<file path="src/rtl/tmo_pkg.sv">
package tmo_pkg;
  typedef enum logic [1:0] {
    ADDR_CTRL = 2'd0,
    ADDR_IEN  = 2'd1,
    ADDR_STS  = 2'd2,
    ADDR_NONE = 2'd3
  } reg_addr_e;
endpackage

</file>
<file path="src/rtl/tmo_limit.sv">
module tmo_limit #(
  parameter int SEL_W     = 2,
  parameter int BASE_LOG2 = 7,
  parameter int CNT_W     = BASE_LOG2 + (1 << SEL_W)
) (
  input  logic [SEL_W-1:0] sel_i,
  output logic [CNT_W-1:0] limit_o
);
  localparam int NUM_SEL = 1 << SEL_W;
  localparam logic [CNT_W-1:0] ONE = {{(CNT_W-1){1'b0}}, 1'b1};

  logic [CNT_W-1:0] tbl [NUM_SEL];

  for (genvar g = 0; g < NUM_SEL; g++) begin : g_tbl
    assign tbl[g] = ONE << (BASE_LOG2 + g);
  end

  assign limit_o = tbl[sel_i];
endmodule

</file>
<file path="src/rtl/tmo_counter.sv">
module tmo_counter #(
  parameter int CNT_W = 11
) (
  input  logic             clk_i,
  input  logic             rst_ni,
  input  logic             tick_i,
  input  logic             start_i,
  input  logic             done_i,
  input  logic             abort_i,
  input  logic [CNT_W-1:0] limit_i,
  output logic [CNT_W-1:0] cnt_o,
  output logic             active_o,
  output logic             evt_o
);
  localparam logic [CNT_W-1:0] ONE = {{(CNT_W-1){1'b0}}, 1'b1};

  logic [CNT_W-1:0] cnt_q;
  logic             active_q;
  logic             stop;
  logic             adv;

  assign stop = done_i | abort_i;
  assign adv  = active_q & tick_i & ~stop & ~start_i;

  always_ff @(posedge clk_i or negedge rst_ni) begin
    if (!rst_ni) begin
      cnt_q    <= '0;
      active_q <= 1'b0;
    end else if (stop) begin
      cnt_q    <= '0;
      active_q <= 1'b0;
    end else if (start_i) begin
      cnt_q    <= '0;
      active_q <= 1'b1;
    end else if (adv) begin
      cnt_q <= cnt_q + ONE;  // wraps; timeout recurs each 2^CNT_W ticks
    end
  end

  assign evt_o    = adv & ((cnt_q + ONE) == limit_i);
  assign cnt_o    = cnt_q;
  assign active_o = active_q;
endmodule

</file>
<file path="src/rtl/tmo_regs.sv">
module tmo_regs
  import tmo_pkg::*;
#(
  parameter int DATA_W = 8,
  parameter int SEL_W  = 2
) (
  input  logic              clk_i,
  input  logic              rst_ni,
  input  logic              we_i,
  input  logic [1:0]        addr_i,
  input  logic [DATA_W-1:0] wdata_i,
  input  logic              evt_i,
  output logic [SEL_W-1:0]  sel_o,
  output logic              ien_o,
  output logic              sts_o,
  output logic              clr_o,
  output logic [DATA_W-1:0] rdata_o
);
  logic [SEL_W-1:0] sel_q;
  logic             ien_q;
  logic             sts_q;
  logic             wr_ctrl, wr_ien;
  logic             unused_wdata;

  assign unused_wdata = ^wdata_i[DATA_W-1:SEL_W];

  assign wr_ctrl = we_i & (reg_addr_e'(addr_i) == ADDR_CTRL);
  assign wr_ien  = we_i & (reg_addr_e'(addr_i) == ADDR_IEN);
  assign clr_o   = we_i & (reg_addr_e'(addr_i) == ADDR_STS) & wdata_i[0];

  always_ff @(posedge clk_i or negedge rst_ni) begin
    if (!rst_ni) begin
      sel_q <= '0;
      ien_q <= 1'b0;
      sts_q <= 1'b0;
    end else begin
      if (wr_ctrl) sel_q <= wdata_i[SEL_W-1:0];
      if (wr_ien)  ien_q <= wdata_i[0];
      if (evt_i && ien_q) sts_q <= 1'b1;  // set beats clear
      else if (clr_o)     sts_q <= 1'b0;
    end
  end

  always_comb begin
    rdata_o = '0;
    unique case (reg_addr_e'(addr_i))
      ADDR_CTRL: rdata_o[SEL_W-1:0] = sel_q;
      ADDR_IEN:  rdata_o[0] = ien_q;
      ADDR_STS:  rdata_o[0] = sts_q;
      default:   rdata_o = '0;
    endcase
  end

  assign sel_o = sel_q;
  assign ien_o = ien_q;
  assign sts_o = sts_q;
endmodule

</file>
<file path="src/rtl/cmd_rsp_timeout.sv">
module cmd_rsp_timeout #(
  parameter int DATA_W    = 8,
  parameter int SEL_W     = 2,
  parameter int BASE_LOG2 = 7,
  parameter int CNT_W     = BASE_LOG2 + (1 << SEL_W)
) (
  input  logic              clk_i,
  input  logic              rst_ni,
  input  logic              tclk_en_i,
  input  logic              cmd_start_i,
  input  logic              rsp_done_i,
  input  logic              cmd_abort_i,
  input  logic              reg_we_i,
  input  logic [1:0]        reg_addr_i,
  input  logic [DATA_W-1:0] reg_wdata_i,
  output logic [DATA_W-1:0] reg_rdata_o,
  output logic              irq_o
);
  logic [SEL_W-1:0] sel;
  logic [CNT_W-1:0] limit;
  logic [CNT_W-1:0] cnt;
  logic             active;
  logic             evt;
  logic             ien;
  logic             sts;
  logic             clr;

  tmo_limit #(.SEL_W(SEL_W), .BASE_LOG2(BASE_LOG2), .CNT_W(CNT_W)) u_limit (
    .sel_i   (sel),
    .limit_o (limit)
  );

  tmo_counter #(.CNT_W(CNT_W)) u_cnt (
    .clk_i    (clk_i),
    .rst_ni   (rst_ni),
    .tick_i   (tclk_en_i),
    .start_i  (cmd_start_i),
    .done_i   (rsp_done_i),
    .abort_i  (cmd_abort_i),
    .limit_i  (limit),
    .cnt_o    (cnt),
    .active_o (active),
    .evt_o    (evt)
  );

  tmo_regs #(.DATA_W(DATA_W), .SEL_W(SEL_W)) u_regs (
    .clk_i   (clk_i),
    .rst_ni  (rst_ni),
    .we_i    (reg_we_i),
    .addr_i  (reg_addr_i),
    .wdata_i (reg_wdata_i),
    .evt_i   (evt),
    .sel_o   (sel),
    .ien_o   (ien),
    .sts_o   (sts),
    .clr_o   (clr),
    .rdata_o (reg_rdata_o)
  );

  assign irq_o = sts & ien;
endmodule

</file>
<file path="config.mk">
export PLATFORM = sky130hd
export DESIGN_NAME = cmd_rsp_timeout
export DESIGN_NICKNAME = d
export VERILOG_FILES = /design/src/rtl/tmo_pkg.sv /design/src/rtl/tmo_limit.sv /design/src/rtl/tmo_counter.sv /design/src/rtl/tmo_regs.sv /design/src/rtl/cmd_rsp_timeout.sv
export SDC_FILE = /design/constraint.sdc
export NUM_CORES = 1
export LEC_CHECK = 0
export CORE_MARGIN = 8
export CORE_UTILIZATION = 44
export CTS_CLUSTER_DIAMETER = 100
export DETAILED_ROUTE_END_ITERATION = 7
export HOLD_SLACK_MARGIN = 0.03
export PLACE_DENSITY = 0.75
export SYNTH_ARGS = -nofsm -noshare
export SYNTH_HDL_FRONTEND = slang
export SYNTH_SLANG_ARGS = --single-unit
</file>
<file path="constraint.sdc">
create_clock -name clk_i -period 1.9 [get_ports clk_i]
set_input_delay 0.19 -clock clk_i [delete_from_list [all_inputs] [get_ports clk_i]]
set_output_delay 0.19 -clock clk_i [all_outputs]
set_load 0.02 [all_outputs]
</file>
; Word level (Yosys, flattened, before mapping)
; Index checks and enable logic that the tools add are counted.
[word_totals]
word_cells = 40
register_bits = 16
inputBits = 17
output_inout_bits = 9
[classes]
reduce_logical = 5
add_sub_neg = 1
muxes = 12
n_bitwise = 13
order_cmp = 1
eq_ne = 3
[op_table]
columns = op, count
row1 = $mux 11, 5
row2 = $bmux 11 s2, 1
row3 = $add 11x1->11 const B, 1
row4 = $eq 11x11->1, 1
row5 = $and 1x1->1, 9
row6 = $mux 1, 5
row7 = $reduce_bool 2->1, 2
row8 = $ge 3x3->1 const B, 1
row9 = $not 2->3, 1
row10 = $pmux 1 s3, 1
row11 = $reduce_bool 3->1, 1
row12 = $eq 2x1->1 const B, 1
row13 = $eq 2x2->1 const B, 1
row14 = $logic_not 2->1, 1
row15 = $not 1->1, 2
row16 = $logic_and 1x1->1, 1
row17 = $or 1x1->1, 1

; Longest topological paths before layout
[logic_depth]
depth_word = 8
depth_mapped = 7

; Modules after synthesis
; A second synthesis with hierarchy kept.
[hier_totals]
cells_unflattened = 150
hier_area_um2 = 1290.0
[by_module_without_submodules]
columns = mod, n_inst, area_each_um2, cells_per_inst
row1 = tmo_counter, 1, 940.9, 113
row2 = tmo_regs, 1, 260.2, 24
row3 = tmo_limit, 1, 82.6, 12
row4 = cmd_rsp_timeout, 1, 6.3, 1

; Worst setup path before layout
; OpenSTA, ideal clock, no wires.
[synth_timing]
path_type = register -> register
from = register u_cnt.cnt_q[3] (netlist: u_cnt.cnt_o[3])
to = register u_regs.sts_q (netlist: u_regs.sts_o)
t_arrival_ns = 1.684
slack_ns = 0.095
synth_period_minus_slack_ns = 1.805
setup_ns = 0.122
stages_incl_launch_ff = 8
path_cell_list = dfrtp_1 buf_4 nand3_2 or4_4 and3_4 mux2i_1 o32ai_1 a32o_1
[synth_via]
elab_chain_cells = 5
[synth_rtl]
columns = element, line_no
row1 = "start, declared", tmo_counter.sv:17  ; logic [CNT_W-1:0] cnt_q;
row2 = "start signal, assigned", tmo_counter.sv:36  ; cnt_q <= cnt_q + ONE;
row3 = $add 11x1->11 (*), tmo_counter.sv:40  ; assign evt_o = adv & ((cnt_q + ONE) == limit_i);
row4 = $eq 11x11->1 (*), tmo_counter.sv:40
row5 = $and 1x1->1 (*), tmo_counter.sv:40
row6 = $logic_and 1x1->1 (*), tmo_regs.sv:39  ; if (evt_i && ien_q) sts_q <= 1'b1;
row7 = $mux 1 or $reduce_bool 2->1 (tied branches), -
row8 = "end signal, assigned", tmo_regs.sv:35  ; sts_q <= 1'b0;
row9 = "end signal, assigned", tmo_regs.sv:39
row10 = "end signal, assigned", tmo_regs.sv:40  ; else if (clr_o) sts_q <= 1'b0;
row11 = "end, declared", tmo_regs.sv:21  ; logic sts_q;
; Every way passes the cells marked *; elsewhere a longest branch is shown, timed or not.
; A chain may end at the register's enable or synchronous reset.

; Worst setup path in the final report
[layout_timing]
from = register u_cnt.cnt_q[4] (netlist: u_cnt.cnt_o[4])
to = register u_regs.sts_q (netlist: u_regs.sts_o)
; The elaborated chain is that of the path after synthesis.

==> impl_metrics.yaml <==
logic_synthesis:
  syn-cell-area_sq_um: 1060
  yosys.area.top_type: "dfrtp_1"
  avgSynthCellArea_sq_um: 9.136
  synth_cells: 116
  ys_top_cells_by_count: "dfrtp_1 (16), nor2_1 (12), nand2_1 (11)"
  synth_most_common_cell: "dfrtp_1"
  synth_edf_count: 0
  yosys_register_bits: 16
  ys_async_sr_fraction_pct: 100.0
  synth.top_cells.by_area: "dfrtp_1 (38%), xnor2_1 (5.8%), xor2_1 (5.8%)"
  seq_area_frac_synth_pct: 37.78
  ys.flop_type: "dfrtp_1"
  yosysWarnings: 0
  yosysTopAreaCellShare_pct: 37.78
  ys_types: 34
clocking:
  cts.sinks: 16
  cts_max_level: 1
  post_cts_buffers: 0
  clk_latency_ns: 0.28
  cts_made_buffers: 3
  path_clk_slew_ns: 0.09
  cts_root_buffer: "clkbuf_4"
  cts_tree: "yes"
  cts_buffer_depth: 2
setup_path:
  max_stage_delay_ns: 0.54
  cp-end-kind: "flop"
  cp_max_fo: 6
  critical_path_class: "reg -> reg"
  start_kind: "flop"
  worstPathRequired_ns: 2.07
  cp_data_arrival_time_ns: 2.00
  crit_chain: "nand3_4, or4_4, and3_4, mux2i_1, o32ai_1, a32o_1"
  slowest_stage: "or4_4"
sta:
  finalMaxSlewViolations: 0
  setup_viol: 0
  timing.hold.ws_ns: 0.2063
  fmax_ghz: 0.5465
  fin_skew_ns: 0.005275
  finalCriticalPeriod_ns: 1.830
  hold_viol_final: 0
  fin_tns_setup_ns: 0
  rsz0062_at_grt: "false"
  finalCritPeriodShare_pct: 96.31
flow_run:
  maxCapViolCount: 0
floorplan:
  core_area_sq_um: 2255
  dieWidth_um: 65.08
  initial_core_util_pct: 47.00
  die_h_um: 65.08
  fp.dieArea_sq_um: 4235
  io_pins: 26
  row_count: 17
cells_and_area:
  nets: 155
  fin_cells: 162
  drive_above_1_share_pct: 14.93
  antenna_cells: 0
  fin_area_sq_um: 1254
  final_util_pct: 55.60
  area_growth_pct: 18.30
drt:
  wl_met3_um: 174
  viasPerCell: 5.426
  wl_met1_um: 945
  vias: 879
  avgRoutedWirePerCell_um: 12.92
  ant_nets: 0
  first_iter_violations: 33
  top_layer_used: "met4"
  routed_wl_um: 2093
  drc: 0
  route.met2.wl_um: 939
  drt_pre_antenna_iters: 4
place:
  place_area_sq_um: 1219
  portBuffers: 13
  dp_cells: 159
  gp_congestion: 0.8049
  post-dp-hpwl_um: 1620
grt:
  grt_pass1_wl_um: 3615
  grt_overflow_total: 0
  first_global_vias: 837
  grt_max_degree: 17
  antenna_found_initial: 0
  grtUsageTotal_pct: 10.56
hold_path:
  hold_path_class: "in -> async"
pwr:
  irDropWorstVdd_v: 0.0003960
  p_per_area_nw_per_um2: 529.9
  power_leakage_nw: 0.4923
run_status:
  status: "finished, final reports clean"
[state kept, by name, indices dropped and copies added (netlist names)]
signal	flops
u_cnt.active_o	1
u_regs.sel_o	2
u_regs.ien_o	1
u_regs.sts_o	1
u_cnt.cnt_o	11
[layout by cell type (no fill, tap or decap), types with 2 or more instances in the layout]
cell and instances:
nor3b_1 2, xor2_1 7, o21ai_0 4, a21oi_1 5
nor4_1 2, dfrtp_2 2, nor3_1 5, nand4_1 3
or3_1 3, ha_1 2, xnor2_1 7, clkdlybuf4s50_1 12
buf_4 8, and2_1 2, mux2i_1 2, clkbuf_4 3
nand2_1 11, conb_1 6, mux2_2 3, nand3b_1 2
nand3_1 5, dfrtp_1 14, nor2_1 12
[per-stage QoR]
stage | worst slack [ns] | total power, mW
floorplan | 0.09458 | 0.4522
global placement | 0.1085 | 0.4957
detailed placement | 0.05550 | 0.4992
CTS | 0.05126 | 0.6688
global route | 0.01096 | 0.7020
finish | 0.07015 | 0.6644
[path summary, 6_finish.rpt]
path	from	cells after the start	end	slack [ns]
max	u_cnt.cnt_o[4]	6	u_regs.sts_o	0.07
min	rst_ni	2	u_cnt.cnt_o[9]	0.21
max reg2reg	u_cnt.cnt_o[4]	6	u_regs.sts_o	0.07
min reg2reg	u_regs.sts_o	1	u_regs.sts_o	0.53
max in group asynchronous	rst_ni	2	u_cnt.cnt_o[0]	1.49
min in group clk_i	rsp_done_i	2	u_cnt.active_o	0.45
[metal layers]
metal | global-route usage, % | vias to the layer above
met5 | 0 | -
met4 | 4.905 | 0
met3 | 3.780 | 5
met2 | 17.39 | 24
met1 | 11.94 | 414
li1 | - | 436
[critical path, delay by kind of cell, from the launching register on]
family             cells  cell delay, ns
AOI/OAI and AO/OA      2            0.34
muxes                  1            0.14
DFF                    1            0.40
and+or+nand+nor        3            0.85
[power by group]
part	internal [mW]	leakage, nW	total [mW]	switching (mW)
sequential	0.353	0.213	0.371	0.0180
clock	0.0737	0.0138	0.173	0.0993
combinational	0.0636	0.265	0.120	0.0564
total	0.491	0.492	0.664	0.174
[cell families after synthesis]
logic type / synth area share (%)
AND/OR/NAND/NOR: 26.80
flip-flops: 37.78
AO/OA/AOI/OAI: 8.029
XOR/XNOR: 11.57
buffers and inverters: 8.028
multiplexers: 5.077
adder cells (fa/ha/maj): 2.361
other: 0.3539
[cell type report]
type                       count  area (sq um)
sequential                    16         402.9
clock buffer                   3         22.52
multi-input combinational     94         600.6
timing repair buffer          21         192.7
tap                           28         35.03
fill                         223          1001
[what timing repair did]
action | 4_1_cts | 5_1_grt
hold buffers | 0 | 0
resized for setup | 0 | 4
setup endpoints to repair | 0 | 2
(Power assumes the default switching activity.)
